===== src/rtl/ser_pkg.sv =====
package ser_pkg;

    typedef enum logic [1:0] {
        ST_IDLE  = 2'd0,
        ST_SHIFT = 2'd1,
        ST_TAIL  = 2'd2
    } ser_state_e;

    typedef struct packed {
        logic       alt_src;
        logic       chg_en;
        logic       hold;
        logic       wide;
        logic [2:0] attr;
    } ser_cfg_t;

endpackage


===== src/rtl/ser_regs.sv =====
module ser_regs
    import ser_pkg::*;
#(
    parameter int FRAME_W = 32,
    parameter int NUM_CS  = 4
) (
    input  logic               clk,
    input  logic               rst_n,
    input  logic               wr_i,
    input  logic [1:0]         addr_i,
    input  logic [FRAME_W-1:0] wdata_i,
    input  logic [FRAME_W-1:0] pins_i,
    output logic [FRAME_W-1:0] rdata_o,
    output ser_cfg_t           cfg_o,
    output logic [NUM_CS-1:0]  mask_lo_o,
    output logic [NUM_CS-1:0]  mask_hi_o,
    output logic [FRAME_W-1:0] alt_o,
    output logic [FRAME_W-1:0] pin_q_o,
    output logic               go_o
);

    localparam int MASK_LSB = 8;

    always_ff @(posedge clk or negedge rst_n) begin
        if (!rst_n) begin
            pin_q_o   <= '0;
            cfg_o     <= '0;
            mask_lo_o <= '0;
            mask_hi_o <= '0;
            alt_o     <= '0;
            go_o      <= 1'b0;
        end else begin
            pin_q_o <= pins_i;
            go_o    <= wr_i && (addr_i == 2'd0) && wdata_i[7];
            if (wr_i) begin
                unique case (addr_i)
                    2'd0: begin
                        cfg_o.alt_src <= wdata_i[0];
                        cfg_o.chg_en  <= wdata_i[1];
                        cfg_o.hold    <= wdata_i[2];
                        cfg_o.wide    <= wdata_i[3];
                        cfg_o.attr    <= wdata_i[6:4];
                        mask_lo_o     <= wdata_i[MASK_LSB +: NUM_CS];
                    end
                    2'd1:    mask_hi_o <= wdata_i[NUM_CS-1:0];
                    2'd2:    alt_o     <= wdata_i;
                    default: ;
                endcase
            end
        end
    end

    always_comb begin
        rdata_o = '0;
        unique case (addr_i)
            2'd0: begin
                rdata_o[0]                   = cfg_o.alt_src;
                rdata_o[1]                   = cfg_o.chg_en;
                rdata_o[2]                   = cfg_o.hold;
                rdata_o[3]                   = cfg_o.wide;
                rdata_o[6:4]                 = cfg_o.attr;
                rdata_o[MASK_LSB +: NUM_CS]  = mask_lo_o;
            end
            2'd1:    rdata_o[NUM_CS-1:0] = mask_hi_o;
            2'd2:    rdata_o = alt_o;
            default: rdata_o = pin_q_o;
        endcase
    end

endmodule


===== src/rtl/ser_trigger.sv =====
module ser_trigger #(
    parameter int FRAME_W = 32
) (
    input  logic               clk,
    input  logic               rst_n,
    input  logic               alt_src_i,
    input  logic               chg_en_i,
    input  logic               wide_i,
    input  logic               go_i,
    input  logic               idle_i,
    input  logic               done_i,
    input  logic [FRAME_W-1:0] pin_i,
    input  logic [FRAME_W-1:0] alt_i,
    input  logic [FRAME_W-1:0] tx_word_i,
    output logic               start_o,
    output logic [FRAME_W-1:0] word_o
);

    localparam int HALF_W = FRAME_W / 2;

    logic [FRAME_W-1:0] cmp_q;
    logic [FRAME_W-1:0] fmask;
    logic               differ;

    always_comb begin
        word_o  = alt_src_i ? alt_i : pin_i;
        fmask   = wide_i ? {FRAME_W{1'b1}} : {{HALF_W{1'b0}}, {HALF_W{1'b1}}};
        differ  = ((word_o ^ cmp_q) & fmask) != '0;
        start_o = idle_i && (go_i || (chg_en_i && differ));
    end

    always_ff @(posedge clk or negedge rst_n) begin
        if (!rst_n)      cmp_q <= '0;
        else if (done_i) cmp_q <= tx_word_i;
    end


    cmp_update_chk: assert property (@(posedge clk) disable iff (!rst_n)
        !$stable(cmp_q) |-> $past(done_i));

endmodule


===== src/rtl/ser_engine.sv =====
module ser_engine
    import ser_pkg::*;
#(
    parameter int FRAME_W = 32,
    parameter int NUM_CS  = 4,
    parameter int CLK_DIV = 4
) (
    input  logic               clk,
    input  logic               rst_n,
    input  logic               start_i,
    input  logic [FRAME_W-1:0] word_i,
    input  logic               wide_i,
    input  logic               hold_i,
    input  logic [2:0]         attr_i,
    input  logic [NUM_CS-1:0]  mask_lo_i,
    input  logic [NUM_CS-1:0]  mask_hi_i,
    output logic               sck_o,
    output logic               mosi_o,
    output logic [NUM_CS-1:0]  cs_n_o,
    output logic               busy_o,
    output logic [2:0]         attr_o,
    output logic               done_o,
    output logic [FRAME_W-1:0] tx_word_o
);

    localparam int HALF_W   = FRAME_W / 2;
    localparam int HALF_CLK = CLK_DIV / 2;
    localparam int CW       = (HALF_CLK > 1) ? $clog2(HALF_CLK) : 1;
    localparam int BW       = $clog2(FRAME_W);

    ser_state_e         state, nxt;
    logic               phase;
    logic [CW-1:0]      cnt;
    logic [BW-1:0]      bit_idx;
    logic [BW-1:0]      last_idx;
    logic [FRAME_W-1:0] shreg;
    logic [FRAME_W-1:0] frame_q;
    logic [NUM_CS-1:0]  cs_act;
    logic [NUM_CS-1:0]  mask_hi_q;
    logic               wide_q, hold_q;
    logic [2:0]         attr_q;
    logic               tick, fall_evt, last_bit;

    always_comb begin
        tick     = (cnt == '0);
        last_idx = wide_q ? BW'(FRAME_W - 1) : BW'(HALF_W - 1);
        fall_evt = (state == ST_SHIFT) && phase && tick;
        last_bit = fall_evt && (bit_idx == last_idx);
    end

    always_comb begin
        nxt = state;
        unique case (state)
            ST_IDLE:  if (start_i)  nxt = ST_SHIFT;
            ST_SHIFT: if (last_bit) nxt = hold_q ? ST_IDLE : ST_TAIL;
            ST_TAIL:  if (tick)     nxt = ST_IDLE;
            default:                nxt = ST_IDLE;
        endcase
    end

    always_ff @(posedge clk or negedge rst_n) begin
        if (!rst_n) state <= ST_IDLE;
        else        state <= nxt;
    end

    always_ff @(posedge clk or negedge rst_n) begin
        if (!rst_n) begin
            phase     <= 1'b0;
            cnt       <= '0;
            bit_idx   <= '0;
            shreg     <= '0;
            frame_q   <= '0;
            cs_act    <= '0;
            mask_hi_q <= '0;
            wide_q    <= 1'b0;
            hold_q    <= 1'b0;
            attr_q    <= '0;
        end else begin
            unique case (state)
                ST_IDLE: begin
                    if (start_i) begin
                        phase     <= 1'b0;
                        cnt       <= CW'(HALF_CLK - 1);
                        bit_idx   <= '0;
                        shreg     <= wide_i ? word_i
                                            : {word_i[HALF_W-1:0], {HALF_W{1'b0}}};
                        frame_q   <= wide_i ? word_i
                                            : {{HALF_W{1'b0}}, word_i[HALF_W-1:0]};
                        cs_act    <= mask_lo_i;
                        mask_hi_q <= mask_hi_i;
                        wide_q    <= wide_i;
                        hold_q    <= hold_i;
                        attr_q    <= attr_i;
                    end else if (!hold_i) begin
                        cs_act <= '0;
                    end
                end
                ST_SHIFT: begin
                    if (tick) begin
                        cnt <= CW'(HALF_CLK - 1);
                        if (!phase) begin
                            phase <= 1'b1;
                        end else begin
                            phase <= 1'b0;
                            if (bit_idx != last_idx) begin
                                bit_idx <= bit_idx + 1'b1;
                                shreg   <= {shreg[FRAME_W-2:0], 1'b0};
                                if (bit_idx == BW'(HALF_W - 1)) cs_act <= mask_hi_q;
                            end
                        end
                    end else begin
                        cnt <= cnt - 1'b1;
                    end
                end
                ST_TAIL: begin
                    if (tick) cs_act <= '0;
                    else      cnt    <= cnt - 1'b1;
                end
                default: ;
            endcase
        end
    end

    always_comb begin
        sck_o     = (state == ST_SHIFT) && phase;
        mosi_o    = shreg[FRAME_W-1];
        cs_n_o    = ~cs_act;
        busy_o    = (state != ST_IDLE);
        attr_o    = attr_q;
        done_o    = last_bit;
        tx_word_o = frame_q;
    end


    sck_only_busy_chk: assert property (@(posedge clk) disable iff (!rst_n)
        $rose(sck_o) |-> busy_o);


    mosi_hold_high_chk: assert property (@(posedge clk) disable iff (!rst_n)
        (sck_o && $past(sck_o)) |-> $stable(mosi_o));


    cs_release_chk: assert property (@(posedge clk) disable iff (!rst_n)
        (!busy_o && !hold_i && !start_i) |=> (cs_n_o == {NUM_CS{1'b1}}));


    narrow_range_chk: assert property (@(posedge clk) disable iff (!rst_n)
        (busy_o && !wide_q) |-> (bit_idx < BW'(HALF_W)));


    start_busy_chk: assert property (@(posedge clk) disable iff (!rst_n)
        (start_i && !busy_o) |=> busy_o);

endmodule


===== src/rtl/chg_spi_serializer.sv =====
module chg_spi_serializer
    import ser_pkg::*;
#(
    parameter int FRAME_W = 32,
    parameter int NUM_CS  = 4,
    parameter int CLK_DIV = 4
) (
    input  logic               clk,
    input  logic               rst_n,
    input  logic [FRAME_W-1:0] pins_i,
    input  logic               host_wr_i,
    input  logic [1:0]         host_addr_i,
    input  logic [FRAME_W-1:0] host_wdata_i,
    output logic [FRAME_W-1:0] host_rdata_o,
    output logic               sck_o,
    output logic               mosi_o,
    output logic [NUM_CS-1:0]  cs_n_o,
    output logic               busy_o,
    output logic [2:0]         attr_sel_o
);

    ser_cfg_t           cfg;
    logic [NUM_CS-1:0]  mask_lo, mask_hi;
    logic [FRAME_W-1:0] alt_word, pin_word, sel_word, tx_word;
    logic               go, start, done;

    ser_regs #(.FRAME_W(FRAME_W), .NUM_CS(NUM_CS)) u_regs (
        .clk       (clk),
        .rst_n     (rst_n),
        .wr_i      (host_wr_i),
        .addr_i    (host_addr_i),
        .wdata_i   (host_wdata_i),
        .pins_i    (pins_i),
        .rdata_o   (host_rdata_o),
        .cfg_o     (cfg),
        .mask_lo_o (mask_lo),
        .mask_hi_o (mask_hi),
        .alt_o     (alt_word),
        .pin_q_o   (pin_word),
        .go_o      (go)
    );

    ser_trigger #(.FRAME_W(FRAME_W)) u_trig (
        .clk       (clk),
        .rst_n     (rst_n),
        .alt_src_i (cfg.alt_src),
        .chg_en_i  (cfg.chg_en),
        .wide_i    (cfg.wide),
        .go_i      (go),
        .idle_i    (!busy_o),
        .done_i    (done),
        .pin_i     (pin_word),
        .alt_i     (alt_word),
        .tx_word_i (tx_word),
        .start_o   (start),
        .word_o    (sel_word)
    );

    ser_engine #(.FRAME_W(FRAME_W), .NUM_CS(NUM_CS), .CLK_DIV(CLK_DIV)) u_eng (
        .clk       (clk),
        .rst_n     (rst_n),
        .start_i   (start),
        .word_i    (sel_word),
        .wide_i    (cfg.wide),
        .hold_i    (cfg.hold),
        .attr_i    (cfg.attr),
        .mask_lo_i (mask_lo),
        .mask_hi_i (mask_hi),
        .sck_o     (sck_o),
        .mosi_o    (mosi_o),
        .cs_n_o    (cs_n_o),
        .busy_o    (busy_o),
        .attr_o    (attr_sel_o),
        .done_o    (done),
        .tx_word_o (tx_word)
    );

endmodule


===== config.mk =====
export PLATFORM = sky130hd
export DESIGN_NAME = chg_spi_serializer
export DESIGN_NICKNAME = d
export VERILOG_FILES = /design/src/rtl/ser_pkg.sv /design/src/rtl/ser_regs.sv /design/src/rtl/ser_trigger.sv /design/src/rtl/ser_engine.sv /design/src/rtl/chg_spi_serializer.sv
export SDC_FILE = /design/constraint.sdc
export NUM_CORES = 1
export LEC_CHECK = 0
export ABC_CLOCK_PERIOD_IN_PS = 7500
export CORE_MARGIN = 5
export CORE_UTILIZATION = 61
export DETAILED_ROUTE_END_ITERATION = 10
export PLACE_DENSITY = 0.88
export REMOVE_ABC_BUFFERS = 1
export SLEW_MARGIN = 10
export SYNTH_ARGS = -nofsm -noshare
export SYNTH_HDL_FRONTEND = slang
export SYNTH_SLANG_ARGS = --single-unit

===== constraint.sdc =====
create_clock -name clk -period 7.5 [get_ports clk]
set_clock_uncertainty 0.15 [all_clocks]
set_input_delay 0.75 -clock clk [delete_from_list [all_inputs] [get_ports clk]]
set_output_delay 0.75 -clock clk [all_outputs]
set_load 0.01 [all_outputs]

==> results.json, run 1 <==
{
  "clk_pin_slew_worst_paths_ps": 70,
  "antenna_found_initial": 1,
  "vias": 6409,
  "gr-usage-met3": 0.0522,
  "r2r_slack_ps": 3200,
  "met2_usage": 0.429,
  "fmax_ghz": 0.233,
  "synth.avg_cell_area_sq_um": 12.7,
  "timing.rr.end": "u_eng.shreg[25]",
  "crit_fanout": 31,
  "synth_edf_count": 0,
  "die_x_microns": 135,
  "grt_use_met1": 0.338,
  "r2r_start": "u_regs.cfg_o[6]",
  "setup_viol": 0,
  "grt_max_degree": 136,
  "cp.required_ps": 7670,
  "status": "completed",
  "post-route-period-util": 0.573,
  "ys_ff_latch": 198,
  "pwr_density_cell_nw_per_um2": 324,
  "yosysWarnings": 0,
  "crit_type": "reg2reg",
  "yosysSeqAreaShare": 0.523,
  "end_kind": "flop",
  "hold_viol_final": 0,
  "drive_gt1_frac": 0.251,
  "cts_max_level": 4,
  "fin_area_sq_um": 11300,
  "p_leak_nw": 4.93,
  "wirelength_microns": 22200,
  "max-cap-violations": 0,
  "num_rows": 45,
  "antennaDiodeCount": 0,
  "dp_hpwl_microns": 14800,
  "ios": 111,
  "slew-limit-headroom": 0.267,
  "cts_hold_buffers": 0,
  "die_area_sq_um": 18100,
  "postRouteAntennaNets": 0,
  "rsz0062_at_grt": "no",
  "pre_cts_ws_ps": 3250,
  "nFillCells": 932,
  "min_path_type": "in2async",
  "async_reset_ff_frac": 1.00,
  "ys.flop_type": "dfrtp_1",
  "timing.final.ws_setup_ps": 3200,
  "start_util": 0.623,
  "vias_per_cell": 6.15,
  "crit_arrival_ps": 4470,
  "track_usage": 0.258,
  "drt-pass1-iter-count": 7,
  "nets": 916,
  "wl_per_cell_microns": 21.3,
  "cts_setup_buffers": 0,
  "slew_viol_final": 0,
  "cts_resized": 0,
  "vdd_drop_max_v": 0.000226,
  "grt_overflow_total": 0,
  "route.detailed.drc": 0,
  "numCtsBuffers": 17,
  "grt_busiest_layer": "met2",
  "timing.setup.tns_ps": 0,
  "core_sq_um": 15200,
  "cts_root_buf": "clkbuf_16",
  "placed_cell_area_sq_um": 10700,
  "grt_pass1_vias": 6866,
  "period_minus_slack_ps": 4300,
  "startpoint_type": "flop",
  "synth.distinct_cells": 45,
  "initialDrtViolationCount": 587,
  "fin_util": 0.742,
  "io_buffers": 110,
  "clk_latency_ps": 440,
  "gp_congestion": 0.847,
  "cts_tree": "built",
  "ff2ff_path_depth": 9,
  "grt_pass1_wl_microns": 36800,
  "clk_path_buf_depth": 2,
  "worst_pin_slew_ps": 1100,
  "netlist_area_sq_um": 9470,
  "p_total_mw": 3.66,
  "cts_sinks": 198,
  "die_y_microns": 135,
  "netlist_instances": 748,
  "area_growth_pct": 19.1
}
layout by cell type (no fill, tap or decap), types with 2 or more instances in the layout:
cell type	count
dfrtp_1	197
mux2_2	125
clkdlybuf4s50_1	108
o21ai_0	71
mux2i_1	56
nand2_1	55
xnor2_1	32
mux2_4	30
nor2b_1	22
o41ai_1	18
clkbuf_16	17
buf_4	12
inv_1	9
nor4_1	9
nand3_1	8
a22o_1	7
nor2_1	6
o31ai_1	6
ha_1	6
clkinv_2	6
mux4_2	5
and2_1	4
o31a_1	4
nand3b_1	3
nand4_1	2
a221oi_4	2
mux2_1	2
clkinv_1	2
a21o_1	2
or4_1	2
bufinv_16	2
clkinvlp_4	2
clkbuf_8	2
clkinv_4	2
area by class of cell:
type,count,area [sq um],area share
clock buffers,19,443,0.0393
clock inverters,13,131,0.0116
inverters,12,45.0,0.00399
multi-input cells,490,4280,0.379
flip-flops and latches,198,4960,0.439
well taps,188,235,0.0209
repair buffers,122,1190,0.105
sequential cells by signal, indices dropped and copies added, names as in the netlist:
name / count
u_eng.attr_o: 3
u_eng.bit_idx: 5
u_eng.cnt: 1
u_eng.cs_act: 4
u_eng.hold_q: 1
u_eng.mask_hi_q: 4
u_eng.phase: 1
u_eng.shreg: 32
u_eng.state: 2
u_eng.tx_word_o: 32
u_eng.wide_q: 1
u_regs.alt_o: 32
u_regs.cfg_o: 7
u_regs.go_o: 1
u_regs.mask_hi_o: 4
u_regs.mask_lo_o: 4
u_regs.pin_q_o: 32
u_trig.cmp_q: 32
metrics by stage:
step / cells / hold slack (ps)
global route: 1042 / 360
floorplan: 700 / 302
detailed placement: 1010 / 336
finish: 1042 / 293
global placement: 1010 / 316
CTS: 1042 / 351
kinds of logic (layout without fill, tap and decap cells):
| logic type | after synthesis | after routing | synth area share |
|---|---|---|---|
| multiplexers | 218 | 218 | 0.270 |
| flip-flops | 198 | 198 | 0.523 |
| AND/OR/NAND/NOR | 117 | 117 | 0.0610 |
| AO/OA/AOI/OAI | 116 | 116 | 0.0799 |
| buffers and inverters | 60 | 166 | 0.0281 |
| XOR/XNOR | 33 | 33 | 0.0305 |
| adder cells (fa/ha/maj) | 6 | 6 | 0.00792 |
how the worst max path moves through the flow:
stage	startpoint	to	slack [ps]	cells after the start
floorplan	u_regs.cfg_o[6]	u_eng.tx_word_o[12]	2430	7
global placement	u_regs.cfg_o[6]	u_eng.shreg[30]	3320	9
detailed placement	u_regs.cfg_o[6]	u_eng.shreg[30]	3250	9
CTS	u_regs.cfg_o[6]	u_eng.shreg[25]	3220	9
global route	u_regs.cfg_o[6]	u_eng.shreg[26]	2930	9
finish	u_regs.cfg_o[6]	u_eng.shreg[25]	3200	9
power by group:
group | switching [mW] | leakage, nW | internal, mW | total (mW)
clock | 0.398 | 0.283 | 0.498 | 0.896
sequential | 0.195 | 2.48 | 1.33 | 1.53
combinational | 0.598 | 2.17 | 0.636 | 1.23
critical path: stages (launching register included):
cell and delay, ps:
dfrtp_2 810, buf_4 500, mux2i_1 310, xnor2_1 110
nor4_1 390, nand4_1 300, a221oi_4 780, nor2_4 70
buf_4 340, mux2_4 370
cell usage after synthesis, types with 7 or more instances:
cell type | count | area [sq um]
o41ai_1 | 18 | 158
nor2b_1 | 22 | 138
nand3_1 | 8 | 40.0
mux2i_1 | 56 | 561
mux2_4 | 30 | 450
mux2_2 | 125 | 1410
xnor2_1 | 32 | 280
nand2_1 | 55 | 206
buf_1 | 7 | 26.3
o21ai_0 | 71 | 355
dfrtp_1 | 198 | 4950
nor4_1 | 9 | 56.3
a22o_1 | 7 | 61.3
clkbuf_1 | 30 | 113
inv_1 | 9 | 33.8
metal layers:
layer	share of wire	wire, microns
met2	0.51	11200
met1	0.42	9390
met4	0.028	617
met5	0	0
met3	0.042	939
Note: power is estimated with default switching activity, not from simulation.
==> run 2, diff against run 1 <==
ABC_CLOCK_PERIOD_IN_PS = 3500   (was 7500)
CORE_UTILIZATION = 51   (was 61)
PLACE_DENSITY = 0.79   (was 0.88)
clock period = 3.5 ns   (was 7.5 ns; I/O delays follow)
==> run 2 against run 1 <==
  * Critical endpoint is now u_eng.tx_word_o[12]
  * Via count fell by 1.9%
  * Highest routed layer unchanged
  * Routed wire length decreased by 2.6%
  * Design area is 1.7% higher
  * Cell count increased by 5.0%
  * Sequential cell count is the same
  * Clock-buffer cell count down 2
  * Sequential power is 110% higher
  * Non-clock buffer count is 11 higher
==> results.json, run 2 (synthesis gave the netlist of run 1 again) <==
{
  "fin_util": 0.632,
  "max_stage_delay_ps": 440,
  "antenna_found_initial": 0,
  "crit_slowest_cell": "mux2i_1",
  "wirelength_microns": 21600,
  "period_minus_slack_ps": 3270,
  "route.detailed.drc": 0,
  "grt_pass1_vias": 6636,
  "io_buffers": 110,
  "worst_pin_slew_ps": 720,
  "cts_resized": 0,
  "grt_overflow_total": 0,
  "numCtsBuffers": 17,
  "num_rows": 49,
  "cp_cell_sequence": "buf_12 > mux2i_1 > xnor2_1 > nor4_1 > nand4_1 > a221oi_4 > nor2_2 > buf_4 > mux2_1",
  "cts_sinks": 198,
  "drive_gt1_frac": 0.260,
  "status": "completed",
  "ios": 111,
  "multiInputGateArea_sq_um": 4280,
  "ff2ff_path_depth": 9,
  "min_path_type": "in2reg",
  "crit_fanout": 26,
  "startpoint_type": "flop",
  "clk_path_buf_depth": 2,
  "setup_viol": 0,
  "start_util": 0.522,
  "cts_root_buf": "clkbuf_16",
  "p_leak_nw": 5.00,
  "post-route-period-util": 0.935,
  "core_sq_um": 18100,
  "postRouteAntennaNets": 0,
  "cp_top_family": "multiplexers",
  "cp.required_ps": 3670,
  "rsz0062_at_grt": "no",
  "clk_pin_slew_worst_paths_ps": 80,
  "end_kind": "flop",
  "layout_common_cells": "dfrtp_1, mux2_2, clkdlybuf4s50_1, o21ai_0, mux2i_1",
  "die_y_microns": 146,
  "drt-pass1-iter-count": 5,
  "slew-limit-headroom": 0.520,
  "grt_pass1_wl_microns": 35400,
  "layout_commonest_cell": "dfrtp_1",
  "cts_setup_buffers": 0,
  "vias_per_cell": 5.75,
  "crit_arrival_ps": 3450,
  "clk_latency_ps": 440,
  "track_usage": 0.205,
  "initialDrtViolationCount": 367,
  "die_x_microns": 146,
  "crit_type": "reg2reg",
  "pwr_density_cell_nw_per_um2": 684,
  "final-seq-area_sq_um": 4960,
  "fin_area_sq_um": 11500,
  "timing.setup.tns_ps": 0,
  "antennaDiodeCount": 0,
  "crit_buf_inv": 2,
  "cts_max_level": 4,
  "grt_max_degree": 86,
  "cts_tree": "built",
  "die_area_sq_um": 21400,
  "hold_viol_final": 0,
  "wl_per_cell_microns": 19.7,
  "fmax_ghz": 0.305,
  "nFillCells": 1412,
  "placed_cell_area_sq_um": 10900,
  "slew_viol_final": 0,
  "gp_congestion": 0.848,
  "area_growth_pct": 21.1,
  "nets": 927,
  "max-cap-violations": 0,
  "vdd_drop_max_v": 0.000390,
  "min_path_cells": 1,
  "cts_hold_buffers": 1,
  "vias": 6288,
  "dp_hpwl_microns": 15000,
  "cp.depth": 9
}
==> run 2: worst paths after layout <==
kind | startpoint | end | slack (ps)
max | u_regs.cfg_o[6] | u_eng.tx_word_o[12] | 230
min in group asynchronous | rst_n | u_eng.state[1] | 350
max in group asynchronous | rst_n | u_eng.shreg[24] | 1850
max reg2reg | u_regs.cfg_o[6] | u_eng.tx_word_o[12] | 230
min reg2reg | u_eng.tx_word_o[22] | u_trig.cmp_q[22] | 350
min | pins_i[3] | u_regs.pin_q_o[3] | 190
==> run 2: metal layers <==
layer,global-route usage,routed length (microns),up-vias
li1,-,-,2895
met1,0.282,9710,3191
met2,0.331,10400,173
met3,0.0456,1080,29
met4,0.0574,435,0
met5,0,0,-
==> run 2: power breakdown <==
part / internal (mW) / switching [mW]
clock: 0.942 / 0.947
sequential: 2.86 / 0.380
combinational: 1.43 / 1.30
total: 5.22 / 2.62
==> run 2: layout make-up <==
type / count / share of cell area
flip-flops and latches: 198 / 0.432
multi-input cells: 490 / 0.373
repair buffers: 133 / 0.117
clock buffers: 17 / 0.0371
well taps: 229 / 0.0250
clock inverters: 15 / 0.0121
inverters: 12 / 0.00393
==> run 2: per-stage QoR <==
stage          power [mW]  hold WS [ps]  cells  worst slack, ps
2_1_floorplan        5.02         -95.6    700            -1570
3_3_place_gp         5.86           302   1061              277
3_5_place_dp         5.97           308   1061              222
4_1_cts              7.88           178   1094              210
5_1_grt              8.25           170   1094            0.627
6_report             7.85           187   1094              227
==> run 3, diff against run 2 <==
CTS_CLUSTER_SIZE = 14   (was default)
==> results of run 3 <==
Same layout as run 2: the final DEF is identical, and so are final timing and power.
